## src/rtl/gpio_pkg.sv

```systemverilog
package gpio_pkg;

    // Read selector encoding shared by the port and its bench
    typedef enum logic [1:0] {
        RD_NONE = 2'd0,
        RD_DIR  = 2'd1,
        RD_PORT = 2'd2,
        RD_PIN  = 2'd3
    } rd_sel_e;

    // Depth of the input synchronizer chain
    localparam int unsigned SYNC_STAGES = 2;

endpackage

```

## src/rtl/gpio_port_regs.sv

```systemverilog
module gpio_port_regs #(
    parameter int unsigned W = 8
) (
    input  logic         clk,
    input  logic         rst_n,
    input  logic [W-1:0] wdata_i,
    input  logic         dir_we_i,
    input  logic         port_we_i,
    input  logic [W-1:0] tgl_i,
    output logic [W-1:0] dir_q_o,
    output logic [W-1:0] port_q_o
);

    logic [W-1:0] port_base;

    // A write supplies the new value; a toggle then inverts it bitwise
    assign port_base = port_we_i ? wdata_i : port_q_o;

    always_ff @(posedge clk or negedge rst_n) begin
        if (!rst_n) begin
            dir_q_o <= '0;
        end else if (dir_we_i) begin
            dir_q_o <= wdata_i;
        end
    end

    always_ff @(posedge clk or negedge rst_n) begin
        if (!rst_n) begin
            port_q_o <= '0;
        end else begin
            port_q_o <= port_base ^ tgl_i;
        end
    end

endmodule

```

## src/rtl/gpio_pin_mux.sv

```systemverilog
module gpio_pin_mux (
    input  logic dir_bit_i,
    input  logic port_bit_i,
    input  logic pud_i,
    input  logic sleep_i,
    input  logic pu_ov_en_i,
    input  logic pu_ov_val_i,
    input  logic dir_ov_en_i,
    input  logic dir_ov_val_i,
    input  logic val_ov_en_i,
    input  logic val_ov_val_i,
    input  logic ie_ov_en_i,
    input  logic ie_ov_val_i,
    output logic oe_o,
    output logic do_o,
    output logic pu_o,
    output logic ie_o
);

    logic pu_reg_req;
    logic lvl_sel;

    // Register-based pull-up request: input pin, output bit set, not disabled
    assign pu_reg_req = ~dir_bit_i & port_bit_i & ~pud_i;

    always_comb begin
        pu_o    = pu_ov_en_i  ? pu_ov_val_i  : pu_reg_req;
        oe_o    = dir_ov_en_i ? dir_ov_val_i : dir_bit_i;
        lvl_sel = val_ov_en_i ? val_ov_val_i : port_bit_i;
        do_o    = oe_o & lvl_sel;
        ie_o    = ie_ov_en_i  ? ie_ov_val_i  : ~sleep_i;
    end

endmodule

```

## src/rtl/gpio_in_sync.sv

```systemverilog
module gpio_in_sync #(
    parameter int unsigned W      = 8,
    parameter int unsigned STAGES = 2
) (
    input  logic         clk,
    input  logic         rst_n,
    input  logic [W-1:0] d_i,
    output logic [W-1:0] q_o
);

    logic [W-1:0] stg [STAGES];

    always_ff @(posedge clk or negedge rst_n) begin
        if (!rst_n) begin
            for (int s = 0; s < STAGES; s++) begin
                stg[s] <= '0;
            end
        end else begin
            stg[0] <= d_i;
            for (int s = 1; s < STAGES; s++) begin
                stg[s] <= stg[s-1];
            end
        end
    end

    assign q_o = stg[STAGES-1];

endmodule

```

## src/rtl/gpio_ovr_port.sv

```systemverilog
module gpio_ovr_port
    import gpio_pkg::*;
#(
    parameter int unsigned W = 8
) (
    input  logic         clk,
    input  logic         rst_n,
    input  logic         sleep_i,
    input  logic         pud_i,
    input  logic [W-1:0] wdata_i,
    input  logic         dir_we_i,
    input  logic         port_we_i,
    input  logic [1:0]   rd_sel_i,
    output logic [W-1:0] rdata_o,
    input  logic [W-1:0] pu_ov_en_i,
    input  logic [W-1:0] pu_ov_val_i,
    input  logic [W-1:0] dir_ov_en_i,
    input  logic [W-1:0] dir_ov_val_i,
    input  logic [W-1:0] val_ov_en_i,
    input  logic [W-1:0] val_ov_val_i,
    input  logic [W-1:0] tgl_ov_i,
    input  logic [W-1:0] ie_ov_en_i,
    input  logic [W-1:0] ie_ov_val_i,
    input  logic [W-1:0] pad_in_i,
    output logic [W-1:0] pad_oe_o,
    output logic [W-1:0] pad_do_o,
    output logic [W-1:0] pad_pu_o,
    output logic [W-1:0] af_din_o
);

    logic [W-1:0] dir_q;
    logic [W-1:0] port_q;
    logic [W-1:0] pin_q;
    logic [W-1:0] ie_vec;
    logic [W-1:0] in_gated;
    rd_sel_e      rd_sel;

    gpio_port_regs #(.W(W)) regs_i (
        .clk       (clk),
        .rst_n     (rst_n),
        .wdata_i   (wdata_i),
        .dir_we_i  (dir_we_i),
        .port_we_i (port_we_i),
        .tgl_i     (tgl_ov_i),
        .dir_q_o   (dir_q),
        .port_q_o  (port_q)
    );

    for (genvar n = 0; n < W; n++) begin : g_pin
        gpio_pin_mux mux_i (
            .dir_bit_i    (dir_q[n]),
            .port_bit_i   (port_q[n]),
            .pud_i        (pud_i),
            .sleep_i      (sleep_i),
            .pu_ov_en_i   (pu_ov_en_i[n]),
            .pu_ov_val_i  (pu_ov_val_i[n]),
            .dir_ov_en_i  (dir_ov_en_i[n]),
            .dir_ov_val_i (dir_ov_val_i[n]),
            .val_ov_en_i  (val_ov_en_i[n]),
            .val_ov_val_i (val_ov_val_i[n]),
            .ie_ov_en_i   (ie_ov_en_i[n]),
            .ie_ov_val_i  (ie_ov_val_i[n]),
            .oe_o         (pad_oe_o[n]),
            .do_o         (pad_do_o[n]),
            .pu_o         (pad_pu_o[n]),
            .ie_o         (ie_vec[n])
        );
    end

    // Gate before synchronizing so a disabled input never toggles the flops
    assign in_gated = pad_in_i & ie_vec;
    assign af_din_o = in_gated;

    gpio_in_sync #(.W(W), .STAGES(SYNC_STAGES)) sync_i (
        .clk   (clk),
        .rst_n (rst_n),
        .d_i   (in_gated),
        .q_o   (pin_q)
    );

    assign rd_sel = rd_sel_e'(rd_sel_i);

    always_comb begin
        unique case (rd_sel)
            RD_DIR:  rdata_o = dir_q;
            RD_PORT: rdata_o = port_q;
            RD_PIN:  rdata_o = pin_q;
            default: rdata_o = '0;
        endcase
    end

endmodule

```

## config.mk

```make
export PLATFORM = sky130hd
export DESIGN_NAME = gpio_ovr_port
export DESIGN_NICKNAME = d
export VERILOG_FILES = /design/src/rtl/gpio_pkg.sv /design/src/rtl/gpio_port_regs.sv /design/src/rtl/gpio_pin_mux.sv /design/src/rtl/gpio_in_sync.sv /design/src/rtl/gpio_ovr_port.sv
export SDC_FILE = /design/constraint.sdc
export NUM_CORES = 1
export LEC_CHECK = 0
export BUFFER_PORTS_ARGS = -buffer_cell sky130_fd_sc_hd__buf_2
export CAP_MARGIN = 40
export CORE_MARGIN = 2
export CORE_UTILIZATION = 45
export DETAILED_ROUTE_END_ITERATION = 8
export PLACE_DENSITY = 0.86
export SLEW_MARGIN = 5
export SYNTH_ARGS = -nofsm -noshare
export SYNTH_HDL_FRONTEND = slang
export SYNTH_SLANG_ARGS = --single-unit
```

## constraint.sdc

```tcl
create_clock -name clk -period 1.6 [get_ports clk]
set_input_delay 0.16 -clock clk [delete_from_list [all_inputs] [get_ports clk]]
set_output_delay 0.16 -clock clk [all_outputs]
set_load 0.005 [all_outputs]
```

Word level (Yosys, flattened, before mapping):

Index checks and enable logic that the tools add are counted.

* register bits after elaboration: 32
* logic and storage cells: 77
* bits of input ports: 96
* output and inout bits: 40

* bitwise gates (word level): 36
* equality and inequality tests: 3
* multiplexer cells: 34

Operator list (count)
* $mux 1: 32
* $and 1x1->1: 24
* $pmux 8 s3: 1
* $not 1->1: 10
* $and 8x8->8: 1
* $mux 8: 1
* $xor 8x8->8: 1
* $eq 2x2->1 const B: 2
* $eq 2x1->1 const B: 1

Depth between registers and ports, before layout:

* depth in word-level cells: 4
* mapped depth: 4
* depth with buffers taken out: 2

Modules after synthesis:

From an unflattened synthesis, not the netlist that was laid out.

* cell total of the unflattened synthesis: 158
* area total of the unflattened synthesis: 1929.4 µm²

Modules (own cells, without submodules)
* gpio_port_regs: times used 1, seq. area each 400.4 µm², cells each 42, area each 656.9 µm²
* gpio_pin_mux: times used 8, seq. area each 0.0 µm², cells each 8, area each 71.3 µm²
* gpio_in_sync: times used 1, seq. area each 400.4 µm², cells each 24, area each 460.4 µm²
* gpio_ovr_port: times used 1, seq. area each 0.0 µm², cells each 28, area each 241.5 µm²

Worst setup path after synthesis:

OpenSTA, ideal clock, no wires.

* kind: reg2out
* start: register regs_i.port_q_o[0]
* end: output port pad_do_o[0]
* cell stages (with the launch flop): 4
* data arrival time: 891 ps
* setup slack: 549 ps
* required time: 1440 ps
* path buffers: 1
* cell sequence: dfrtp_1 -> mux2_2 -> and2_1 -> buf_4

* word-level cells in the longest chain between the ends: 2

RTL lines
* from (decl): RTL line gpio_port_regs.sv:11 `output logic [W-1:0] port_q_o`
* from (signal assigned): RTL line gpio_port_regs.sv:31 `port_q_o <= port_base ^ tgl_i;`
* $mux 1: RTL line gpio_pin_mux.sv:29 `lvl_sel = val_ov_en_i ? val_ov_val_i : port_bit_i;`
* $and 1x1->1: RTL line gpio_pin_mux.sv:30 `do_o = oe_o & lvl_sel;`
* to (decl): RTL line gpio_ovr_port.sv:26 `output logic [W-1:0] pad_do_o,`

No other way between the ends.

Final worst setup path:

* start: register regs_i.dir_q_o[4]
* end: output port rdata_o[4]

* word-level cells in the longest chain between the ends: 1

RTL lines
* from (decl): RTL line gpio_port_regs.sv:10 `output logic [W-1:0] dir_q_o,`
* from (signal assigned): RTL line gpio_port_regs.sv:23 `dir_q_o <= wdata_i;`
* $pmux 8 s3: RTL line gpio_ovr_port.sv:84 `unique case (rd_sel)`
* to (decl): RTL line gpio_ovr_port.sv:14 `output logic [W-1:0] rdata_o,`

No other way between the ends.

==> results.md <==
* Starting density of the core at 0.4592
* Number of gates resized after CTS at 0
* Met3 capacity usage during global routing at 0.04185
* Sink count of the clock tree at 32
* CP max FO at 4
* Post-synth top area share at 0.4061
* Number of global-route vias before repair at 1685
* Worst Hold Path EP: regs_i.port_q_o[7]
* Top cells by area in the synthesized netlist: dfrtp_1, mux2_2, buf_4
* Clock tree from TritonCTS: done
* Combinational family with the most area after synthesis: multiplexers
* Met1 track utilization from global routing at 0.2032
* Min-Delay Startpoint: tgl_ov_i[7]
* Distinct cell type count after synthesis at 17
* Dominant cell by count in the synthesized netlist: dfrtp_1
* Max-capacitance violation count at 0
* Footprint of the flip-flops and latches at 800.8 µm²
* WL per Instance at 12.77 µm
* Iteration count of the initial detailed-routing pass at 4
* Final critical-path share of the clock period at 0.8942
* Number of inserted diodes at 0
* Detailed-route vias per instance at 4.897
* Sequential element share of the synthesized area at 0.4061
* Global-route wire length before repair at 7.258 mm
* Prevailing post-synth register cell: dfrtp_1
* Number of nets in the layout at 384
* Number of synthesized register bits at 32
* Hold Violations, Final at 0
* Cell types with the highest counts after synthesis: dfrtp_1, buf_4, mux2_2, nand2_1
* Io pins at 136
* Die width at 70.20 µm
* Required time of the worst setup path at 1.44 ns
* Max IR drop VDD at 0.5123 mV
* Clock-pin slew on the worst setup and hold paths at 0.06 ns
* Startpoint class of the critical path: flop
* Core area at 0.004294 mm²
* Power per standard cell area at 827.5 mW/mm²
* Total nets after synthesis at 271
* Crit Reg-Reg Startpoint: regs_i.port_q_o[1]
* Total wire length after detailed routing at 4.356 mm
* Number of max-slew violations in the final report at 0
* Busiest metal layer after global routing: met2
* Fraction of the mapped netlist area in compound gates at 0.1015
* Number of synthesized flops with an enable pin at 0
* Crit path capture type: output pin
* Maximum number of pins on one net before global-route repair at 33
* Hold path depth at 2
* Number of H-tree levels at 2
* Fmax achieved at 699.0 MHz
* Reg2Reg Depth at 2
* Final-layout setup total negative slack at 0 ns
* Hold WS at 0.06574 ns
* Capture point of the worst reg-to-reg path: regs_i.port_q_o[1]
* Share of final-layout standard cells stronger than drive strength 1 at 0.6367
* Post-CTS setup-driven buffer insertion count at 0
* Total vias in the final route at 1670
* Number of setup violations in the final report at 0
* Count of routing violations after the opening detailed-route iteration at 38
* RSZ-0062 raised after global routing: false
* Worst setup slack after placement at 0.3703 ns
* Area used by multi-input combinational logic at 914.6 µm²
* Post-synthesis simple-gate area fraction at 0.08820
* Arrival @ worst endpoint at 1.27 ns
* Non-filler cells, final at 341
* Transition time at the pin with the least slew margin at 0.6875 ns
* Drc violations at 0
* Worst setup path category: reg2out
* Synthesized instance count at 175
* Status: completed
* Headroom to the max-slew limit at 0.5417
* Met2 Track Usage GR at 0.3492
* Synthesized-area fraction occupied by adder cells at 0
* Clk_lat worst skew at 0.27 ns
* Total global routing overflow at 0
* Xor/xnor share of the synthesized area at 0.03553
* Register-to-Register Setup Slack at 0.76 ns
* Leakage power total at 0.001423 µW
* Final weighted congestion of routability-driven global placement at 0.7713
* Total of fill cells in the finished design at 389
* # placed instances at 332
* Maximum clock insertion buffer count at 2
* Hold buffers post-CTS at 1
* Overall die area at 0.004927 mm²
* Yosys warning total at 0
* Root Buffer Master: clkbuf_8
* Half-perimeter wire length after placement at 3.517 mm
* Fraction of synthesized area in multiplexers at 0.2386
* Number of nets with antenna violations after routing at 0
* Post-route clock skew at 0.002515 ns
* Cell area after technology mapping at 0.001972 mm²
* Period minus WS final at 1.431 ns
* Row Count at 24
* GRT Resource Usage Total at 0.1851
* Smallest setup slack after layout at 0.1693 ns
* Die Height at 70.20 µm
* Syn avg cell area at 11.27 µm²
* Area growth syn-to-layout at 31.28%
* Proportion of register bits with asynchronous set or reset after synthesis at 1.000
* Initial antenna violation count at 0
* CTS Buf Count at 5
* # port buffers at 135
* Worst hold-check path type: in2reg
* Area leader, netlist: dfrtp_1
## cells in the final DEF (no fill, tap or decap), drive strengths merged
cell / n
clkbuf: 6
nand2: 16
or2: 8
nor2b: 1
clkinv: 2
dlygate4sd3: 1
dfrtp: 32
inv: 8
a22o: 8
xnor2: 8
a21boi: 8
mux2i: 8
buf: 135
and2: 8
o41ai: 8
mux2: 32
## how the worst max path moves through the flow
stage                             from           to  depth (start not counted)
floorplan           regs_i.port_q_o[0]  pad_do_o[0]                          3
global placement           rd_sel_i[1]   rdata_o[0]                          4
detailed placement         rd_sel_i[1]   rdata_o[3]                          4
CTS                  regs_i.dir_q_o[4]   rdata_o[4]                          3
global route        regs_i.port_q_o[2]  pad_pu_o[2]                          3
finish               regs_i.dir_q_o[4]   rdata_o[4]                          3
## logic make-up after synthesis
group,after synthesis
compound gates,24
xor+xnor,8
buf+inv,38
flops,32
mux,40
simple gates,33
## sequential cells by signal (all words and copies together), names as in the netlist
signal	flops
sync_i.stg	8
regs_i.dir_q_o	8
sync_i.q_o	8
regs_i.port_q_o	8
## per-layer routing
metal / wire length (µm) / vias to the layer above
li1: - / 809
met1: 1715 / 777
met2: 2299 / 79
met3: 301 / 5
met4: 39 / 0
met5: 0 / -
## report_power, final
| group | switching [µW] | internal (µW) |
|---|---|---|
| Sequential | 75.5 | 895 |
| Combinational | 213 | 340 |
| Clock | 277 | 342 |
| Total | 565 | 1580 |
## cell type report
cell class | count | area share
Clock inverter | 2 | 0.003867
Sequential cell | 32 | 0.3093
Timing Repair Buffer | 136 | 0.2649
Inverter | 8 | 0.01160
Tap cell | 52 | 0.02513
Clock buffer | 6 | 0.03190
Multi-Input combinational cell | 105 | 0.3533
## worst max-delay path, cell delays in order (launching register included)
cell,delay [ns]
dfrtp_1,0.42
mux2_4,0.28
a22o_1,0.17
buf_2,0.12
## through the flow
step                  util  area, µm²  power, µW
floorplan                -       1972       1351
global placement    0.5790       2486       1522
detailed placement  0.5790       2486       1548
CTS                 0.6029       2589       2177
global route        0.6029       2589       2280
finish              0.6029       2589       2142
(Power assumes the default switching activity.)
